--- src/rtl/tp_pack_pkg.sv ---
// Package: shared encodings and slot geometry for the trace word packer.
// Assumes packet widths double per width code starting at 4 bits.
package tp_pack_pkg;

    localparam int STAT_W       = 3;
    localparam int BASE_PKT_W   = 4;
    localparam int NUM_WIDTHS   = 3;
    localparam int MAX_PKT_W    = BASE_PKT_W << (NUM_WIDTHS - 1);
    localparam int MAX_SLOT_W   = STAT_W + MAX_PKT_W + 1;
    localparam int FILL_BITS    = 24;   // bits covered by the packed slots of the two narrow widths

    typedef enum logic [1:0] {
        PW_4   = 2'b00,
        PW_8   = 2'b01,
        PW_16  = 2'b10,
        PW_RSV = 2'b11
    } port_width_e;

    typedef enum logic [1:0] {
        PM_PLAIN = 2'b00,
        PM_DEMUX = 2'b01,
        PM_MUX   = 2'b10,
        PM_RSV   = 2'b11
    } port_mode_e;

    // Slot width in bits for a width code.
    function automatic int slot_width(port_width_e w);
        return STAT_W + (BASE_PKT_W << w) + 1;
    endfunction

    // Number of samples that make one word for a width code.
    function automatic logic [1:0] slots_per_word(port_width_e w);
        case (w)
            PW_4:    return 2'd3;
            PW_8:    return 2'd2;
            default: return 2'd1;
        endcase
    endfunction

endpackage

--- src/rtl/tp_cfg_check.sv ---
// Module: decides whether the width/mode pair is one the packer may capture in.
// Assumes the configuration is static while samples are pending.
module tp_cfg_check
    import tp_pack_pkg::*;
(
    input  logic [1:0] port_width,
    input  logic [1:0] port_mode,
    output logic       cfg_ok
);
    port_width_e w;
    port_mode_e  m;

    assign w = port_width_e'(port_width);
    assign m = port_mode_e'(port_mode);

    // Legality: plain mode at any real width, demultiplexed only at 8 bits.
    always_comb begin
        cfg_ok = 1'b0;
        if (w != PW_RSV) begin
            case (m)
                PM_PLAIN: cfg_ok = 1'b1;
                PM_DEMUX: cfg_ok = (w == PW_8);
                default:  cfg_ok = 1'b0;
            endcase
        end
    end
endmodule

--- src/rtl/tp_slot_fmt.sv ---
// Module: formats one sample into a right-aligned slot {sync, packet, status}.
// On a trigger sample the status field carries TRIG_CODE and the true status
// moves into the low packet bits. Unused high slot bits are zero.
module tp_slot_fmt
    import tp_pack_pkg::*;
#(
    parameter logic [STAT_W-1:0] TRIG_CODE = 3'b110
) (
    input  logic [1:0]            port_width,
    input  logic [STAT_W-1:0]     status,
    input  logic [MAX_PKT_W-1:0]  packet,
    input  logic                  sync,
    input  logic                  trig,
    output logic [MAX_SLOT_W-1:0] slot
);
    logic [MAX_SLOT_W-1:0] cand [NUM_WIDTHS];
    logic [STAT_W-1:0]     stat_field;

    // Status field: trigger code replaces the status on trigger samples.
    assign stat_field = trig ? TRIG_CODE : status;

    for (genvar g = 0; g < NUM_WIDTHS; g++) begin : g_width
        localparam int PW = BASE_PKT_W << g;
        logic [PW-1:0] pkt;

        // Packet field: true status relocated into the low bits on a trigger.
        always_comb begin
            pkt = packet[PW-1:0];
            if (trig) pkt[STAT_W-1:0] = status;
        end

        assign cand[g] = MAX_SLOT_W'({sync, pkt, stat_field});
    end

    // Width select: pick the candidate slot for the configured width.
    always_comb begin
        case (port_width)
            2'b00:   slot = cand[0];
            2'b01:   slot = cand[1];
            default: slot = cand[2];
        endcase
    end
endmodule

--- src/rtl/tp_word_acc.sv ---
// Module: accumulates slots into a word, emits it when full or on flush.
// Assumes the width code does not change while slots are pending.
module tp_word_acc
    import tp_pack_pkg::*;
#(
    parameter int WORD_W = 32
) (
    input  logic                  clk,
    input  logic                  rst_n,
    input  logic [1:0]            port_width,
    input  logic                  take,
    input  logic [MAX_SLOT_W-1:0] slot,
    input  logic                  flush,
    output logic                  word_valid,
    output logic [WORD_W-1:0]     word_data,
    output logic                  empty
);
    localparam int SH_W = $clog2(WORD_W);

    port_width_e       w;
    logic [WORD_W-1:0] acc_q;
    logic [1:0]        cnt_q;
    logic [WORD_W-1:0] merged;
    logic [1:0]        cnt_nx;
    logic [SH_W-1:0]   shamt;
    logic              emit;

    assign w = port_width_e'(port_width);

    // Bit offset of the next free slot.
    assign shamt = SH_W'(int'(cnt_q) * slot_width(w));

    // Merge the incoming slot and decide whether a word leaves this cycle.
    always_comb begin
        merged = acc_q;
        cnt_nx = cnt_q;
        if (take) begin
            merged = acc_q | (WORD_W'(slot) << shamt);
            cnt_nx = cnt_q + 2'd1;
        end
        emit = (cnt_nx != 2'd0) && (flush || (cnt_nx >= slots_per_word(w)));
    end

    // Accumulator, slot count and output word registers.
    always_ff @(posedge clk) begin
        if (!rst_n) begin
            acc_q      <= '0;
            cnt_q      <= '0;
            word_valid <= 1'b0;
            word_data  <= '0;
        end else begin
            word_valid <= emit;
            if (emit) begin
                word_data <= merged;
                acc_q     <= '0;
                cnt_q     <= '0;
            end else begin
                acc_q     <= merged;
                cnt_q     <= cnt_nx;
            end
        end
    end

    // Nothing pending: no slot held and no word currently presented.
    assign empty = (cnt_q == 2'd0) && !word_valid;
endmodule

--- src/rtl/tp_word_packer.sv ---
// Top: packs per-cycle trace samples into storage words of WORD_W bits.
// Assumes WORD_W covers all packed slots; configuration is static while busy.
module tp_word_packer
    import tp_pack_pkg::*;
#(
    parameter int                WORD_W    = 32,
    parameter logic [STAT_W-1:0] TRIG_CODE = 3'b110
) (
    input  logic                 clk,
    input  logic                 rst_n,
    input  logic [1:0]           port_width,
    input  logic [1:0]           port_mode,
    input  logic                 smp_valid,
    input  logic [STAT_W-1:0]    smp_status,
    input  logic [MAX_PKT_W-1:0] smp_packet,
    input  logic                 smp_sync,
    input  logic                 smp_trigger,
    input  logic                 flush,
    output logic                 word_valid,
    output logic [WORD_W-1:0]    word_data,
    output logic                 empty
);
    logic                  cfg_ok;
    logic                  take;
    logic [MAX_SLOT_W-1:0] slot;

    initial begin
        if (WORD_W < FILL_BITS) $error("WORD_W too small for packed slots");
    end

    tp_cfg_check u_cfg (
        .port_width (port_width),
        .port_mode  (port_mode),
        .cfg_ok     (cfg_ok)
    );

    tp_slot_fmt #(.TRIG_CODE(TRIG_CODE)) u_fmt (
        .port_width (port_width),
        .status     (smp_status),
        .packet     (smp_packet),
        .sync       (smp_sync),
        .trig       (smp_trigger),
        .slot       (slot)
    );

    // Only samples under a legal configuration enter the accumulator.
    assign take = smp_valid && cfg_ok;

    tp_word_acc #(.WORD_W(WORD_W)) u_acc (
        .clk        (clk),
        .rst_n      (rst_n),
        .port_width (port_width),
        .take       (take),
        .slot       (slot),
        .flush      (flush),
        .word_valid (word_valid),
        .word_data  (word_data),
        .empty      (empty)
    );
endmodule

--- config.mk ---
export PLATFORM = sky130hd
export DESIGN_NAME = tp_word_packer
export DESIGN_NICKNAME = d
export VERILOG_FILES = /design/src/rtl/tp_pack_pkg.sv /design/src/rtl/tp_cfg_check.sv /design/src/rtl/tp_slot_fmt.sv /design/src/rtl/tp_word_acc.sv /design/src/rtl/tp_word_packer.sv
export SDC_FILE = /design/constraint.sdc
export NUM_CORES = 1
export LEC_CHECK = 0
export BUFFER_PORTS_ARGS = -buffer_cell sky130_fd_sc_hd__buf_2
export CORE_MARGIN = 5
export CORE_UTILIZATION = 59
export CTS_CLUSTER_DIAMETER = 200
export DETAILED_ROUTE_END_ITERATION = 6
export GPL_TIMING_DRIVEN = 0
export PLACE_DENSITY_LB_ADDON = 0.12
export RECOVER_POWER = 100
export SYNTH_ARGS = -nofsm -noshare
export SYNTH_HDL_FRONTEND = slang
export SYNTH_SLANG_ARGS = --single-unit
--- constraint.sdc ---
create_clock -name clk -period 7.6 [get_ports clk]
set_input_delay 0.76 -clock clk [delete_from_list [all_inputs] [get_ports clk]]
set_output_delay 0.76 -clock clk [all_outputs]
set_load 0.05 [all_outputs]
# [Word level (Yosys, flattened, before mapping)]
# Cells that the tools add are included.
[word_totals] reg_bits=67 latch_bits=0 mem_bits_rw=0 mem_bits_ro=0 in_bits=29 out_inout_bits=34 word_cells=34 memories=0
[op_classes] addsub=3 n_mul=1 n_div=0 order_cmp=1 n_eq_ne=3 shift=2 mux=8 bitwise_logic=2 reduce_logical=10
[ops] op="case mux 20 bit (2 select lines)" count=1
[ops] op="adder 3 x 32 -> 32 bit, first input constant" count=1
[ops] op="adder 32 x 2 -> 32 bit, second input constant" count=1
[ops] op="multiplier 3 x 32 -> 5 bit" count=1
[ops] op="two-way mux 32 bit" count=1
[ops] op="OR 32 bit" count=1
[ops] op="left shift 20 x 5 -> 32 bit" count=1
[ops] op="left shift 3 x 2 -> 32 bit, first input constant" count=1
[ops] op="logical NOT 2 bit" count=3
[ops] op="two-way mux 3 bit" count=2
[ops] op="== test 2 x 1 -> 1 bit, second input constant" count=2
[ops] op="case mux 2 bit (2 select lines)" count=1
[ops] op="logical AND 1 bit" count=3
[ops] op="adder 2 x 1 -> 2 bit, second input constant" count=1
[ops] op="greater-or-equal comparator 2 bit" count=1
[ops] op="two-way mux 2 bit" count=1
[ops] op="!= test 2 bit, second input constant" count=1
[ops] op="case mux 1 bit (2 select lines)" count=1
[ops] op="nonzero test 2 bit" count=1
[ops] op="OR reduction 2 bit" count=1
[ops] op="logical NOT 1 bit" count=1
[ops] op="logical OR 1 bit" count=1
[ops] op="two-way mux 1 bit" count=1
[ops] op="inverter 1 bit" count=1

# [Depth between registers and ports, before layout]
[logic_depth] ltp_word=9 mapped_depth=12

# [Modules after synthesis]
# From an unflattened synthesis, not the netlist that was laid out.
[unflattened] cells_unflattened=380 area_unflattened_um2=3258.1
[by_module_without_submodules] mod="tp_word_acc" n_inst=1 cells_per_inst=353 area_per_inst_um2=3061.7 seq_area_each_um2=1341.3
[by_module_without_submodules] mod="tp_slot_fmt" n_inst=1 cells_per_inst=24 area_per_inst_um2=171.4 seq_area_each_um2=0.0
[by_module_without_submodules] mod="tp_cfg_check" n_inst=1 cells_per_inst=2 area_per_inst_um2=18.8 seq_area_each_um2=0.0
[by_module_without_submodules] mod="tp_word_packer" n_inst=1 cells_per_inst=1 area_per_inst_um2=6.3 seq_area_each_um2=0.0

# [Worst setup path before layout]
# No wires, ideal clock.
[synth_path] path_type="input to register" start="input port_width[0]" end="register u_acc.word_data[6]" setup_ns=0.124 arrival_time_ns=2.712 required_time_ns=7.476 slack_ns=4.763 stages=12 n_path_buf=3 path_cell_list="mux2i_1 > and2_1 > buf_4 > xnor2_1 > ha_1 > nand2b_1 > a211oi_1 > a311oi_2 > buf_4 > buf_4 > o21ai_0 > a21oi_1"
[synth_between] elab_chain_len=8
[synth_rtl] element="start, declared" line="tp_word_packer.sv:11" rtl="input logic [1:0] port_width,"
[synth_rtl] element="branches (longest 8 deep; another with adder 3 x 32 -> 32 bit)"
[synth_rtl] element="end signal, assigned" line="tp_word_acc.sv:54" rtl="word_data <= merged;"
[synth_rtl] element="end, declared" line="tp_word_acc.sv:15" rtl="output logic [WORD_W-1:0] word_data,"
# Several ways; the timed one is not identified.
# A chain may end at the register's enable or synchronous reset.

# [Worst setup path after layout]
[layout_path] start="register u_acc.cnt_q[0]" end="register u_acc.word_data[4]"
[layout_between] elab_chain_len=5
[layout_rtl] element="start, declared" line="tp_word_acc.sv:22" rtl="logic [1:0] cnt_q;"
[layout_rtl] element="start signal, assigned" line="tp_word_acc.sv:59" rtl="cnt_q <= cnt_nx;"
[layout_rtl] element="adder 2 x 1 -> 2 bit (*)" line="tp_word_acc.sv:39" rtl="cnt_nx = cnt_q + 2'd1;"
[layout_rtl] element="two-way mux 2 bit (*)" line="tp_word_acc.sv:37" rtl="if (take) begin"
[layout_rtl] element="net u_acc.cnt_nx[1]" line="tp_word_acc.sv:24" rtl="logic [1:0] cnt_nx;"
[layout_rtl] element="greater-or-equal comparator 2 bit" line="tp_word_acc.sv:41" rtl="emit = (cnt_nx != 2'd0) && (flush || (cnt_nx >= slots_per_word(w)));"
[layout_rtl] element="logical OR 1 bit" line="tp_word_acc.sv:41"
[layout_rtl] element="logical AND 1 bit (*)" line="tp_word_acc.sv:41"
# Mark *: on every way through the listed nets, which the timed path passes. The rest lies on a longest branch.

==> flow_summary_export.csv <==
group,metric,value,unit
global_routing,antenna_found_initial,0,
yosys,ys_ff_latch,67,
placement,place_congestion,1.04,
detailed_routing,wl_per_cell,19.7,microns
worst_setup_path,start_kind,"register",
global_routing,grt_max_degree,14,
cells_and_area,layout-drive-gt1-share,0.154,
clocking,postCtsResizedCells,0,
timing,rsz0062_at_grt,"no",
die,die_y,83.1,microns
die,core,0.00514,sq mm
clocking,htree_levels,3,
yosys,synth_edf_count,0,
die,die_area,0.00691,sq mm
cells_and_area,syn_to_final_growth,16.4,%
min_path,worstHoldStart,"u_acc.acc_q[15]",
timing,min_period_over_period,0.510,
yosys,synth_top_area_frac,0.425,
worst_setup_path,rr_startpoint,"u_acc.cnt_q[0]",
worst_setup_path,r2r_end,"u_acc.word_data[4]",
die,io_pins,63,
timing,fin_tns_setup,0,ns
clocking,clk_pin_slew,0.08,ns
timing,final_hold_viol_count,0,
yosys,synth_flop_cell,"dfxtp_1",
timing,maxSlewViolCount,0,
global_routing,overflow,0,
clocking,cts.sinks,67,
yosys,syn-mean-instance-area,8.67,sq um
power_and_ir_drop,power,0.871,mW
yosys,synth_common_cells,"67 x dfxtp_1, 37 x nor2_1, 34 x a21oi_1, 29 x o21ai_0, 21 x a31oi_1",
worst_setup_path,cp.arrival,4.16,ns
power_and_ir_drop,power_density,237,mW/mm^2
worst_setup_path,reg2regPathDepth,12,
die,initial_core_util,0.614,
worst_setup_path,crit_fanout,10,
die,rows,26,
power_and_ir_drop,ir_worst_vdd,0.191,mV
yosys,ys_types,51,
yosys,async_flop_share,0,
global_routing,grt_pass1_wl,15800,microns
clocking,cts_buffers,9,
worst_setup_path,crit_path_end_kind,"register",
worst_setup_path,reg2reg_slack,3.72,ns
run,cap_violations,0,
cells_and_area,fin_cells,511,
detailed_routing,via_per_inst,6.34,
yosys,synth_nets,397,
timing,period_minus_slack,3.88,ns
yosys,syn_inst,364,
yosys,ys_seq_area_frac,0.425,
timing,worst_slew_pin_slew,0.797,ns
min_path,hold_end,"u_acc.acc_q[15]",
yosys,yosysMostFrequentCell,"dfxtp_1",
timing,setup_viol,0,
min_path,hp-class,"register to register",
clocking,clockBufferDepth,2,
cells_and_area,nets,469,
global_routing,grt_pass1_vias,3141,
clocking,post_cts_buffers,0,
timing,max_freq,258,MHz
placement,port_buffers,61,
clocking,cts-root-buf,"clkbuf_8",
timing,max_slew_margin,0.465,
timing,finalClockSkew,0.0138,ns
yosys,synth_warnings,0,
detailed_routing,vias,3238,
yosys,synth_largest_area_cell,"dfxtp_1",
detailed_routing,drt-total-wl,10100,microns
clocking,postCtsHoldBufs,0,
outcome,outcome,"complete, no violations",
worst_setup_path,worst_ep_required_time,7.88,ns
cells_and_area,diodes,0,
placement,placed_cells,495,
placement,hpwl,7190,microns
detailed_routing,first_pass_iters,5,
detailed_routing,drc,0,
min_path,whs_path_depth,1,
clocking,clkLatencyLatePin,0.36,ns
power_and_ir_drop,leakage,1.40,nW
global_routing,track_usage,0.286,
die,die_w,83.1,microns
detailed_routing,drtAntennaViolNets,0,
worst_setup_path,crit_type,"register to register",
clocking,cts_tree,"built",
detailed_routing,drtIter0Drc,320,
yosys,synthTopCellsByArea,"dfxtp_1 43%, a21oi_1 5.4%, o21ai_0 4.6%",
yosys,mappedNetlistArea,0.00316,sq mm
[per-layer routing]
metal	vias up	routed length, microns	GRT usage
met5	-	0	0
li1	1476	-	-
met1	1533	4050	0.351
met2	195	4910	0.474
met3	34	806	0.0653
met4	0	293	0.131
[worst max-delay path, stage by stage, from the launching register on]
cell and delay [ns]:
dfxtp_1 0.39, clkbuf_1 0.41, inv_1 0.15, ha_1 0.35, nand2_1 0.08, o21ai_0 0.14, ha_1 0.31, a211oi_1 0.06
a311oi_1 0.67, clkbuf_1 0.42, clkbuf_1 0.48, o21ai_0 0.17, a21oi_1 0.17
[cells in the final DEF, fill, tap and decap left out, types with 3 or more instances in the layout]
cell      Yosys  final
dfxtp_1      67     67
clkbuf_1      5     46
buf_2        12     38
nor2_1       37     37
a21oi_1      34     34
o21ai_0      29     32
a31oi_1      21     21
nand2_1      17     17
mux2i_1      13     13
nand2b_1      9      9
nand3_1       9      9
clkbuf_8      0      9
nor2b_1       7      7
and2_1        9      7
inv_1         6      6
o21a_1        6      6
a22o_1        6      6
a211oi_1      5      5
buf_4        10      4
a221oi_1      4      4
ha_1          4      4
or2_2         3      3
a221o_1       3      3
o221a_2       3      3
and2_0        1      3
a32o_1        3      3
o22ai_1       3      3
[registers in the layout, summed over array words and instances, names as in the netlist]
name and cells:
u_acc.acc_q 32, u_acc.word_data 32, u_acc.word_valid 1, u_acc.cnt_q 2
[area by class of cell]
class                      count  area (sq um)
inverter                       7          26.3
buffer                        29           136
timing repair buffer          61           264
tap                           70          87.6
clock buffer                   9           124
fill                         453          1470
clock inverter                 7          73.8
multi-input combinational    261          1620
sequential                    67          1340
[worst max-delay path by stage]
stage                    from            endpoint
6_report       u_acc.cnt_q[0]  u_acc.word_data[4]
5_1_grt        u_acc.cnt_q[0]  u_acc.word_data[4]
4_1_cts         port_width[1]  u_acc.word_data[4]
3_5_place_dp    port_width[1]     u_acc.acc_q[23]
3_3_place_gp    port_width[1]     u_acc.acc_q[23]
2_1_floorplan   port_width[0]  u_acc.word_data[6]
[kinds of logic after synthesis]
logic type | after synthesis | share of synthesized area
AO/OA/AOI/OAI | 141 | 0.293
AND/OR/NAND/NOR | 101 | 0.159
flip-flops | 67 | 0.425
buffers and inverters | 36 | 0.0595
multiplexers | 14 | 0.0448
adder cells (fa/ha/maj) | 4 | 0.0159
XOR/XNOR | 1 | 0.00278
[metrics by stage]
| stage | cell area [sq um] | util | hold slack [ns] | setup slack (ns) |
|---|---|---|---|---|
| after CTS | 3750 | 0.729 | 0.465 | 4.49 |
| after global routing | 3670 | 0.715 | 0.485 | 3.47 |
| after global placement | 3550 | 0.690 | 0.433 | 4.24 |
| after floorplan | 3160 | - | 0.424 | 4.76 |
| after detailed placement | 3550 | 0.690 | 0.443 | 4.16 |
| final | 3670 | 0.715 | 0.461 | 3.72 |
[power by group]
part	total (mW)	internal (mW)	leakage (nW)	switching, mW
Combinational	0.187	0.0490	0.753	0.138
Sequential	0.379	0.370	0.544	0.00853
Clock	0.305	0.153	0.100	0.152
Total	0.871	0.572	1.40	0.299
(Power assumes the default switching activity.)
